`src/rtl/pfq_pkg.sv`:
```
package pfq_pkg;
  localparam int unsigned BYTE_W = 8;
  typedef logic [BYTE_W-1:0] code_byte_t;
endpackage

```
`src/rtl/pfq_byte_fifo.sv`:
```
module pfq_byte_fifo
  import pfq_pkg::*;
#(
  parameter int unsigned DEPTH = 6
) (
  input  logic                         clk,
  input  logic                         rst_n,
  input  logic                         flush,
  input  logic                         push,
  input  code_byte_t                   wdata,
  input  logic                         pop,
  output code_byte_t                   rdata,
  output logic [$clog2(DEPTH+1)-1:0]   count,
  output logic                         empty,
  output logic                         full
);
  localparam int unsigned PTR_W = (DEPTH > 1) ? $clog2(DEPTH) : 1;
  localparam int unsigned CNT_W = $clog2(DEPTH+1);

  code_byte_t       store [DEPTH];
  logic [PTR_W-1:0] wr_q, wr_n, rd_q, rd_n;
  logic [CNT_W-1:0] cnt_q, cnt_n;
  logic             do_push, do_pop;

  function automatic logic [PTR_W-1:0] bump(input logic [PTR_W-1:0] p);
    return (p == PTR_W'(DEPTH-1)) ? '0 : p + PTR_W'(1);
  endfunction

  assign empty   = (cnt_q == '0);
  assign full    = (cnt_q == CNT_W'(DEPTH));
  assign count   = cnt_q;
  assign do_push = push && !full;
  assign do_pop  = pop && !empty;
  assign rdata   = store[rd_q];

  always_comb begin
    wr_n  = wr_q;
    rd_n  = rd_q;
    cnt_n = cnt_q;
    if (flush) begin
      wr_n  = '0;
      rd_n  = '0;
      cnt_n = '0;
    end else begin
      if (do_push) wr_n = bump(wr_q);
      if (do_pop)  rd_n = bump(rd_q);
      case ({do_push, do_pop})
        2'b10:   cnt_n = cnt_q + CNT_W'(1);
        2'b01:   cnt_n = cnt_q - CNT_W'(1);
        default: cnt_n = cnt_q;
      endcase
    end
  end

  always_ff @(posedge clk or negedge rst_n) begin
    if (!rst_n) begin
      wr_q  <= '0;
      rd_q  <= '0;
      cnt_q <= '0;
    end else begin
      wr_q  <= wr_n;
      rd_q  <= rd_n;
      cnt_q <= cnt_n;
    end
  end

  always_ff @(posedge clk) begin
    if (do_push && !flush) store[wr_q] <= wdata;
  end

  AST_NO_OVERFLOW: assert property (@(posedge clk) disable iff (!rst_n)
    push |-> !full);
  AST_POP_SHRINKS: assert property (@(posedge clk) disable iff (!rst_n)
    (pop && !empty && !push && !flush) |=> (count == $past(count) - CNT_W'(1)));
  AST_FLUSH_CLEARS: assert property (@(posedge clk) disable iff (!rst_n)
    flush |=> empty);
endmodule

```
`src/rtl/pfq_fetch_seq.sv`:
```
module pfq_fetch_seq #(
  parameter int unsigned       ADDR_W     = 16,
  parameter logic [ADDR_W-1:0] RESET_ADDR = '0
) (
  input  logic              clk,
  input  logic              rst_n,
  input  logic              redirect,
  input  logic [ADDR_W-1:0] redirect_addr,
  input  logic              room,
  input  logic              mem_rvalid,
  output logic              mem_req,
  output logic [ADDR_W-1:0] mem_addr,
  output logic              push
);
  logic              busy_q, busy_n;
  logic              drop_q, drop_n;
  logic [ADDR_W-1:0] pc_q, pc_n;
  logic              accept;

  assign mem_req  = !busy_q && room;
  assign accept   = busy_q && mem_rvalid;
  assign push     = accept && !drop_q && !redirect;
  assign mem_addr = pc_q;

  always_comb begin
    busy_n = busy_q;
    if (mem_req)     busy_n = 1'b1;
    else if (accept) busy_n = 1'b0;

    drop_n = drop_q;
    if (redirect)    drop_n = mem_req || (busy_q && !mem_rvalid);
    else if (accept) drop_n = 1'b0;

    pc_n = pc_q;
    if (redirect)  pc_n = redirect_addr;
    else if (push) pc_n = pc_q + ADDR_W'(1);
  end

  always_ff @(posedge clk or negedge rst_n) begin
    if (!rst_n) begin
      busy_q <= 1'b0;
      drop_q <= 1'b0;
      pc_q   <= RESET_ADDR;
    end else begin
      busy_q <= busy_n;
      drop_q <= drop_n;
      pc_q   <= pc_n;
    end
  end

  AST_ADDR_STEP: assert property (@(posedge clk) disable iff (!rst_n)
    push |=> (mem_addr == $past(mem_addr) + ADDR_W'(1)));
  AST_TARGET_LOAD: assert property (@(posedge clk) disable iff (!rst_n)
    redirect |=> (mem_addr == $past(redirect_addr)));
  AST_SINGLE_READ: assert property (@(posedge clk) disable iff (!rst_n)
    mem_req |=> !mem_req);
endmodule

```
`src/rtl/code_prefetch_unit.sv`:
```
module code_prefetch_unit
  import pfq_pkg::*;
#(
  parameter int unsigned       ADDR_W     = 16,
  parameter int unsigned       DEPTH      = 6,
  parameter logic [ADDR_W-1:0] RESET_ADDR = '0
) (
  input  logic              clk,
  input  logic              rst_n,
  output logic              mem_req,
  output logic [ADDR_W-1:0] mem_addr,
  input  logic [7:0]        mem_rdata,
  input  logic              mem_rvalid,
  input  logic              pop_ready,
  output logic              pop_valid,
  output logic [7:0]        pop_data,
  input  logic              redirect,
  input  logic [ADDR_W-1:0] redirect_addr
);
  localparam int unsigned CNT_W = $clog2(DEPTH+1);

  logic             q_push, q_empty, q_full, q_pop;
  logic [CNT_W-1:0] q_count;
  code_byte_t       q_head;

  assign q_pop     = pop_ready && !redirect;
  assign pop_valid = !q_empty;
  assign pop_data  = q_head;

  pfq_fetch_seq #(
    .ADDR_W    (ADDR_W),
    .RESET_ADDR(RESET_ADDR)
  ) u_seq (
    .clk          (clk),
    .rst_n        (rst_n),
    .redirect     (redirect),
    .redirect_addr(redirect_addr),
    .room         (!q_full),
    .mem_rvalid   (mem_rvalid),
    .mem_req      (mem_req),
    .mem_addr     (mem_addr),
    .push         (q_push)
  );

  pfq_byte_fifo #(
    .DEPTH(DEPTH)
  ) u_queue (
    .clk  (clk),
    .rst_n(rst_n),
    .flush(redirect),
    .push (q_push),
    .wdata(mem_rdata),
    .pop  (q_pop),
    .rdata(q_head),
    .count(q_count),
    .empty(q_empty),
    .full (q_full)
  );

  AST_FULL_STALL: assert property (@(posedge clk) disable iff (!rst_n)
    (q_count == CNT_W'(DEPTH)) |-> !mem_req);
  AST_REDIRECT_EMPTIES: assert property (@(posedge clk) disable iff (!rst_n)
    redirect |=> !pop_valid);
  AST_RVALID_SHOWS: assert property (@(posedge clk) disable iff (!rst_n)
    (q_push && !q_pop) |=> pop_valid);
endmodule

```
`config.mk`:
```
export PLATFORM = sky130hd
export DESIGN_NAME = code_prefetch_unit
export DESIGN_NICKNAME = d
export VERILOG_FILES = /design/src/rtl/pfq_pkg.sv /design/src/rtl/pfq_byte_fifo.sv /design/src/rtl/pfq_fetch_seq.sv /design/src/rtl/code_prefetch_unit.sv
export SDC_FILE = /design/constraint.sdc
export NUM_CORES = 1
export LEC_CHECK = 0
export BUFFER_PORTS_ARGS = -buffer_cell sky130_fd_sc_hd__buf_2
export CORE_MARGIN = 5
export CORE_UTILIZATION = 56
export DETAILED_ROUTE_END_ITERATION = 8
export GPL_ROUTABILITY_DRIVEN = 0
export GPL_TIMING_DRIVEN = 0
export PLACE_DENSITY = 0.83
export SLEW_MARGIN = 40
export SYNTH_ARGS = -nofsm -noshare
export SYNTH_HDL_FRONTEND = slang
export SYNTH_SLANG_ARGS = --single-unit
```
`constraint.sdc`:
```
create_clock -name clk -period 2.6 [get_ports clk]
set_input_delay 0 -clock clk [delete_from_list [all_inputs] [get_ports clk]]
set_output_delay 0 -clock clk [all_outputs]
set_load 0.1 [all_outputs]
```
# Word level (Yosys, flattened, before mapping)

Memories as Yosys holds them, arrays and structs flattened.
Cells that the tools add are included.

Memory bits (writable): 48
Memories kept: 1
Register bits: 27
Input port bits: 29

Add/subtract/negate cells: 5
Equal/unequal tests: 5
Mux-type cells: 15
Reductions and logical operators: 23

Memory list:

| name          | depth | bits a word | rd ports | clocked after memory_dff | wr ports | RTL line            | text |
|---|---|---|---|---|---|---|---|
| u_queue.store | 6     | 8           | 1        | 0                        | 1        | pfq_byte_fifo.sv:20 | `code_byte_t store [DEPTH];` |

Operator list:

| operator                                         | number |
|---|---|
| two-way mux 16 bit                               | 2 |
| two-way mux 3 bit                                | 7 |
| adder 16 x 1 -> 16 bit, second input constant    | 1 |
| nonzero test 2 bit                               | 5 |
| adder 3 x 1 -> 3 bit, second input constant      | 3 |
| == test 3 bit, second input constant             | 3 |
| logical AND 1 bit                                | 9 |
| zero test 1 bit                                  | 6 |
| one-hot mux 3 bit (2 select lines)               | 1 |
| two-way mux 1 bit                                | 5 |
| zero test 3 bit                                  | 1 |
| nonzero test 3 bit                               | 1 |
| subtractor 3 x 1 -> 3 bit, second input constant | 1 |
| == test 2 x 1 -> 1 bit, second input constant    | 1 |
| == test 2 bit, second input constant             | 1 |
| logical OR 1 bit                                 | 1 |

# Longest topological paths before layout

Depth in word-level cells: 7
Depth in mapped cells: 8
Depth with buffers taken out: 7

# By module

A second synthesis with hierarchy kept.

Cells, all modules: 257
Area, all modules: 3375.7 um2

Modules (own cells, without submodules):

| module             | times used | area an instance (um2) | cells an instance | sequential area each (um2) |
|---|---|---|---|---|
| pfq_byte_fifo      | 1          | 2348.5                 | 142               | 1666.6 |
| pfq_fetch_seq      | 1          | 1006.0                 | 112               | 450.4 |
| code_prefetch_unit | 1          | 21.3                   | 3                 | 0.0 |

# Worst setup path after synthesis

OpenSTA, ideal clock, no wires.

Path type: register to output
From: register u_queue.rd_q[2]
To: output port pop_data[5]
Arrival time: 2399 ps
Required time: 2600 ps
Slack: 201 ps
Cell stages (with the launch flop): 5
Cells stage by stage: dfrtp_1 > clkbuf_1 > clkbuf_1 > nor2_1 > a21oi_1

Cells in the longest elaborated chain, start to end: 1

RTL lines:

| item                   | RTL line                 | text |
|---|---|---|
| from (decl)            | pfq_byte_fifo.sv:21      | `logic [PTR_W-1:0] wr_q, wr_n, rd_q, rd_n;` |
| from (signal assigned) | pfq_byte_fifo.sv:62      | `rd_q <= rd_n;` |
| memory (6 x 8 bit)     | -                        |  |
| to (decl)              | code_prefetch_unit.sv:16 | `output logic [7:0] pop_data,` |

Every way passes these cells.

# Worst setup path after layout

From: register u_seq.drop_q
To: memory u_queue.store[3][1] in the netlist's numbering, enable pin

Cells in the longest elaborated chain, start to end: 7

RTL lines:

| item                                    | RTL line            | text |
|---|---|---|
| from (decl)                             | pfq_fetch_seq.sv:16 | `logic drop_q, drop_n;` |
| from (signal assigned)                  | pfq_fetch_seq.sv:46 | `drop_q <= drop_n;` |
| zero test 1 bit                         | pfq_fetch_seq.sv:22 | `assign push = accept && !drop_q && !redirect;` |
| logical AND 1 bit (2 in series)         | pfq_fetch_seq.sv:22 |  |
| logical AND 1 bit                       | pfq_byte_fifo.sv:32 | `assign do_push = push && !full;` |
| logical AND 1 bit                       | pfq_byte_fifo.sv:68 | `if (do_push && !flush) store[wr_q] <= wdata;` |
| two-way mux 1 bit                       | pfq_byte_fifo.sv:68 |  |
| two-way mux 1 bit (not written as such) | pfq_byte_fifo.sv:68 |  |
| to (decl)                               | pfq_byte_fifo.sv:20 |  |

Every way passes these cells.

==> results.md <==
| Quantity | This run | Unit |
|:---|:---|:---|
| Result of the run | finished, final reports clean | - |
| Die X-Extent | 87.9 | um |
| Gate power share | 0.290 | - |
| Yosys warns | 0 | - |
| Hold path depth | 3 | - |
| Clock root buffer | sky130_fd_sc_hd__clkbuf_8 | - |
| Maximum ir drop on the vdd rail | 0.000500 | V |
| Placement row count | 28 | - |
| Most repeated cell in the gate-level netlist after synthesis | sky130_fd_sc_hd__edfxtp_1 | - |
| Post-synthesis cell type count | 46 | - |
| First-pass GRT wire length | 12500 | um |
| Fraction of layout instances using a drive strength above 1 | 0.289 | - |
| Slew Limit Fails | 0 | - |
| Die area | 7730 | um^2 |
| Met2 track utilization from global routing | 0.362 | - |
| Detailed-route wire length per cell | 17.3 | um |
| Detailed placement HPWL | 5000 | um |
| Clock tree from TritonCTS | yes | - |
| Synthesized net count | 282 | - |
| Peak fanout along the critical path | 8 | - |
| Peak Freq | 417 | MHz |
| Kind of start point of the critical path | flip-flop | - |
| Count of state elements after synthesis | 75 | - |
| Clock skew | 8.03 | ps |
| Req. time, crit path | 2580 | ps |
| RR Endpoint | u_queue.store[3][1] | - |
| Drc violations | 0 | - |
| Max-capacitance violation count | 0 | - |
| Largest area contributor in the netlist | sky130_fd_sc_hd__edfxtp_1 | - |
| Origin of the critical flop-to-flop path | u_seq.drop_q | - |
| Summed negative setup slack over all endpoints | 0 | ps |
| Most used routing layer | met2 | - |
| Top-area cell type share of the netlist area | 0.424 | - |
| Category of the worst setup path capture point | flip-flop | - |
| Clock-pin slew on the worst setup and hold paths | 80 | ps |
| Number of top-level pins | 55 | - |
| Share of synthesized registers carrying an async set or reset | 0.360 | - |
| Category of the most critical setup path | reg -> reg | - |
| Global-route usage over all layers | 0.218 | - |
| Cell area power density | 810 | nW/um^2 |
| Reg power frac | 0.401 | - |
| Post-CTS setup-driven buffer insertion count | 0 | - |
| Part of the power in the clock network | 0.309 | - |
| Synthesis-to-layout area growth | 27.4 | % |
| Drt first pass iters | 4 | - |
| Final setup violating endpoints | 0 | - |
| Final net count | 379 | - |
| Sequential fraction of the synthesis area | 0.623 | - |
| Fraction of power spent switching nets | 0.359 | - |
| Unrepaired setup endpoints after global routing | false | - |
| Core region area | 5920 | um^2 |
| Average instance area after synthesis | 13.5 | um^2 |
| Hold WS | 58.7 | ps |
| Hold violation count in the final report | 0 | - |
| Switch Pwr | 0.00126 | W |
| Dominant register cell in the synthesized netlist | sky130_fd_sc_hd__edfxtp_1 | - |
| Static Leakage | 1.68 | nW |
| Internal power | 0.00225 | W |
| Leftover overflow at the end of global routing | 0 | - |
| Post-route fraction of the period consumed by the critical path | 0.923 | - |
| Input/output buffers | 54 | - |
| FF-to-FF path depth | 4 | - |
| Reg-to-reg setup timing slack | 200 | ps |
| Starting DRC count in detailed routing | 193 | - |
| Starting density of the core | 0.574 | - |
| EDFF count, synth | 48 | - |
| Critical path arrival | 2380 | ps |
| Mapped Area | 3400 | um^2 |
| TritonCTS Buffers | 9 | - |
| Detailed-route via count | 2406 | - |
| GRT met1 Usage | 0.291 | - |
| Number of diodes | 0 | - |
| Total routed wirelength | 7420 | um |
| End of the worst hold path | u_queue.count[0] | - |
| H-Tree Level Count | 3 | - |
| Pin count of the biggest net entering global routing | 28 | - |
| Initial antenna violation count | 0 | - |
| Detail-routed via count per cell | 5.62 | - |
| Antenna viol nets, final | 0 | - |
| Cells taking the most area after synthesis | sky130_fd_sc_hd__edfxtp_1 (42%), sky130_fd_sc_hd__dfrtp_1 (20%), sky130_fd_sc_hd__mux4_2 (5.3%) | - |
| Post-Syn Instances | 251 | - |
| Clk Latency, worst-skew pair | 350 | ps |
| Final core area utilization | 0.732 | - |
| Final critical delay including setup and external delays | 2400 | ps |
| Fin area | 4330 | um^2 |
| Most frequent cells after synthesis | sky130_fd_sc_hd__edfxtp_1 (48), sky130_fd_sc_hd__dfrtp_1 (27), sky130_fd_sc_hd__nor2_1 (23) | - |
| Die Y | 87.9 | um |
| Vias in the first global route | 2441 | - |
| Number of clock sinks seen by CTS | 75 | - |
| Buffer levels on the longest clock path | 2 | - |
| Instance area after placement | 3820 | um^2 |
| Met3 Resource Use GR | 0.0357 | - |
| Worst slew pin tran | 769 | ps |
| Headroom to the max-slew limit | 0.485 | - |
| Worst min-delay path class | in -> reg | - |
| Source of the worst hold timing path | redirect | - |
-- through the flow --
step	total power [W]	setup WS, ps	cells
after global routing	0.00366	30.2	428
after global placement	0.00239	-372	380
after CTS	0.00353	120	428
final	0.00351	201	428
after detailed placement	0.00241	145	385
after floorplan	0.00223	201	251
-- power groups by stage --
stage	sequential (W)	combinational (W)	clock, W
4_1_cts	0.00141	0.00102	0.00111
2_1_floorplan	0.00160	0.000624	0
3_5_place_dp	0.00143	0.000985	0
6_report	0.00141	0.00102	0.00109
5_1_grt	0.00142	0.00108	0.00116
3_3_place_gp	0.00142	0.000968	0
-- cells by family (layout without fill, tap and decap cells) --
| logic type | Yosys count | after routing | synth area share |
|---|---|---|---|
| AND/OR/NAND/NOR | 88 | 88 | 0.141 |
| flip-flops | 75 | 75 | 0.623 |
| AO/OA/AOI/OAI | 32 | 32 | 0.0614 |
| multiplexers | 25 | 25 | 0.104 |
| XOR/XNOR | 15 | 15 | 0.0408 |
| buffers and inverters | 14 | 116 | 0.0206 |
| adder cells (fa/ha/maj) | 2 | 2 | 0.00957 |
-- critical path: stages, from the launching register on --
cell and delay [ps]:
sky130_fd_sc_hd__dfrtp_1 410, sky130_fd_sc_hd__nand3b_2 310, sky130_fd_sc_hd__nor2_1 390, sky130_fd_sc_hd__nand3b_1 250, sky130_fd_sc_hd__nor2_1 660
-- cell usage in the layout (no fill, tap or decap), types with 4 or more instances in the layout --
master | synthesis | layout
sky130_fd_sc_hd__dfrtp_1 | 27 | 27
sky130_fd_sc_hd__xnor2_1 | 10 | 10
sky130_fd_sc_hd__nor4_1 | 6 | 4
sky130_fd_sc_hd__nor2_1 | 23 | 23
sky130_fd_sc_hd__nand2b_1 | 5 | 5
sky130_fd_sc_hd__dlygate4sd3_1 | 0 | 27
sky130_fd_sc_hd__buf_2 | 1 | 58
sky130_fd_sc_hd__nand4_1 | 4 | 4
sky130_fd_sc_hd__a21oi_1 | 11 | 11
sky130_fd_sc_hd__xor2_1 | 4 | 4
sky130_fd_sc_hd__nand2_1 | 19 | 19
sky130_fd_sc_hd__edfxtp_1 | 48 | 48
sky130_fd_sc_hd__mux2i_1 | 14 | 14
sky130_fd_sc_hd__o21ai_0 | 10 | 10
sky130_fd_sc_hd__clkbuf_1 | 8 | 8
sky130_fd_sc_hd__nor3_1 | 8 | 7
sky130_fd_sc_hd__mux4_2 | 8 | 8
sky130_fd_sc_hd__clkbuf_8 | 0 | 9
sky130_fd_sc_hd__nand3_1 | 5 | 5
-- routing by layer --
layer	wire, um	part of all wire
met5	0	0
met4	51	0.0069
met3	461	0.062
met2	3820	0.52
met1	3080	0.42
-- timing repair --
| action | CTS | global route |
|---|---|---|
| hold endpoints to repair | 94 | 0 |
| resized for setup | 0 | 0 |
| hold buffers | 27 | 0 |
-- worst max-delay path by stage --
stage	start	endpoint	slack, ps
after floorplan	u_queue.rd_q[2]	pop_data[5]	200
after global placement	u_seq.busy_q	u_queue.store[0][6]	-370
after detailed placement	u_seq.drop_q	u_queue.store[5][6]	150
after CTS	u_seq.drop_q	u_queue.store[5][0]	120
after global routing	u_seq.drop_q	u_queue.store[5][1]	30
final	u_seq.drop_q	u_queue.store[3][1]	200
-- state kept, by name (all words and copies together) (netlist names) --
register	flops
u_queue.store	48
u_seq.mem_addr	16
u_queue.count	3
u_queue.rd_q	3
u_queue.wr_q	3
u_seq.busy_q	1
u_seq.drop_q	1
-- layout make-up --
type,count,area [um^2]
multi-input cells,162,1240
clock inverters,7,121
flip-flops and latches,75,2120
plain buffers,12,62.6
fillers,391,1590
well taps,75,93.8
clock buffers,9,124
inverters,2,7.51
repair buffers,86,571
(Power assumes the default switching activity.)
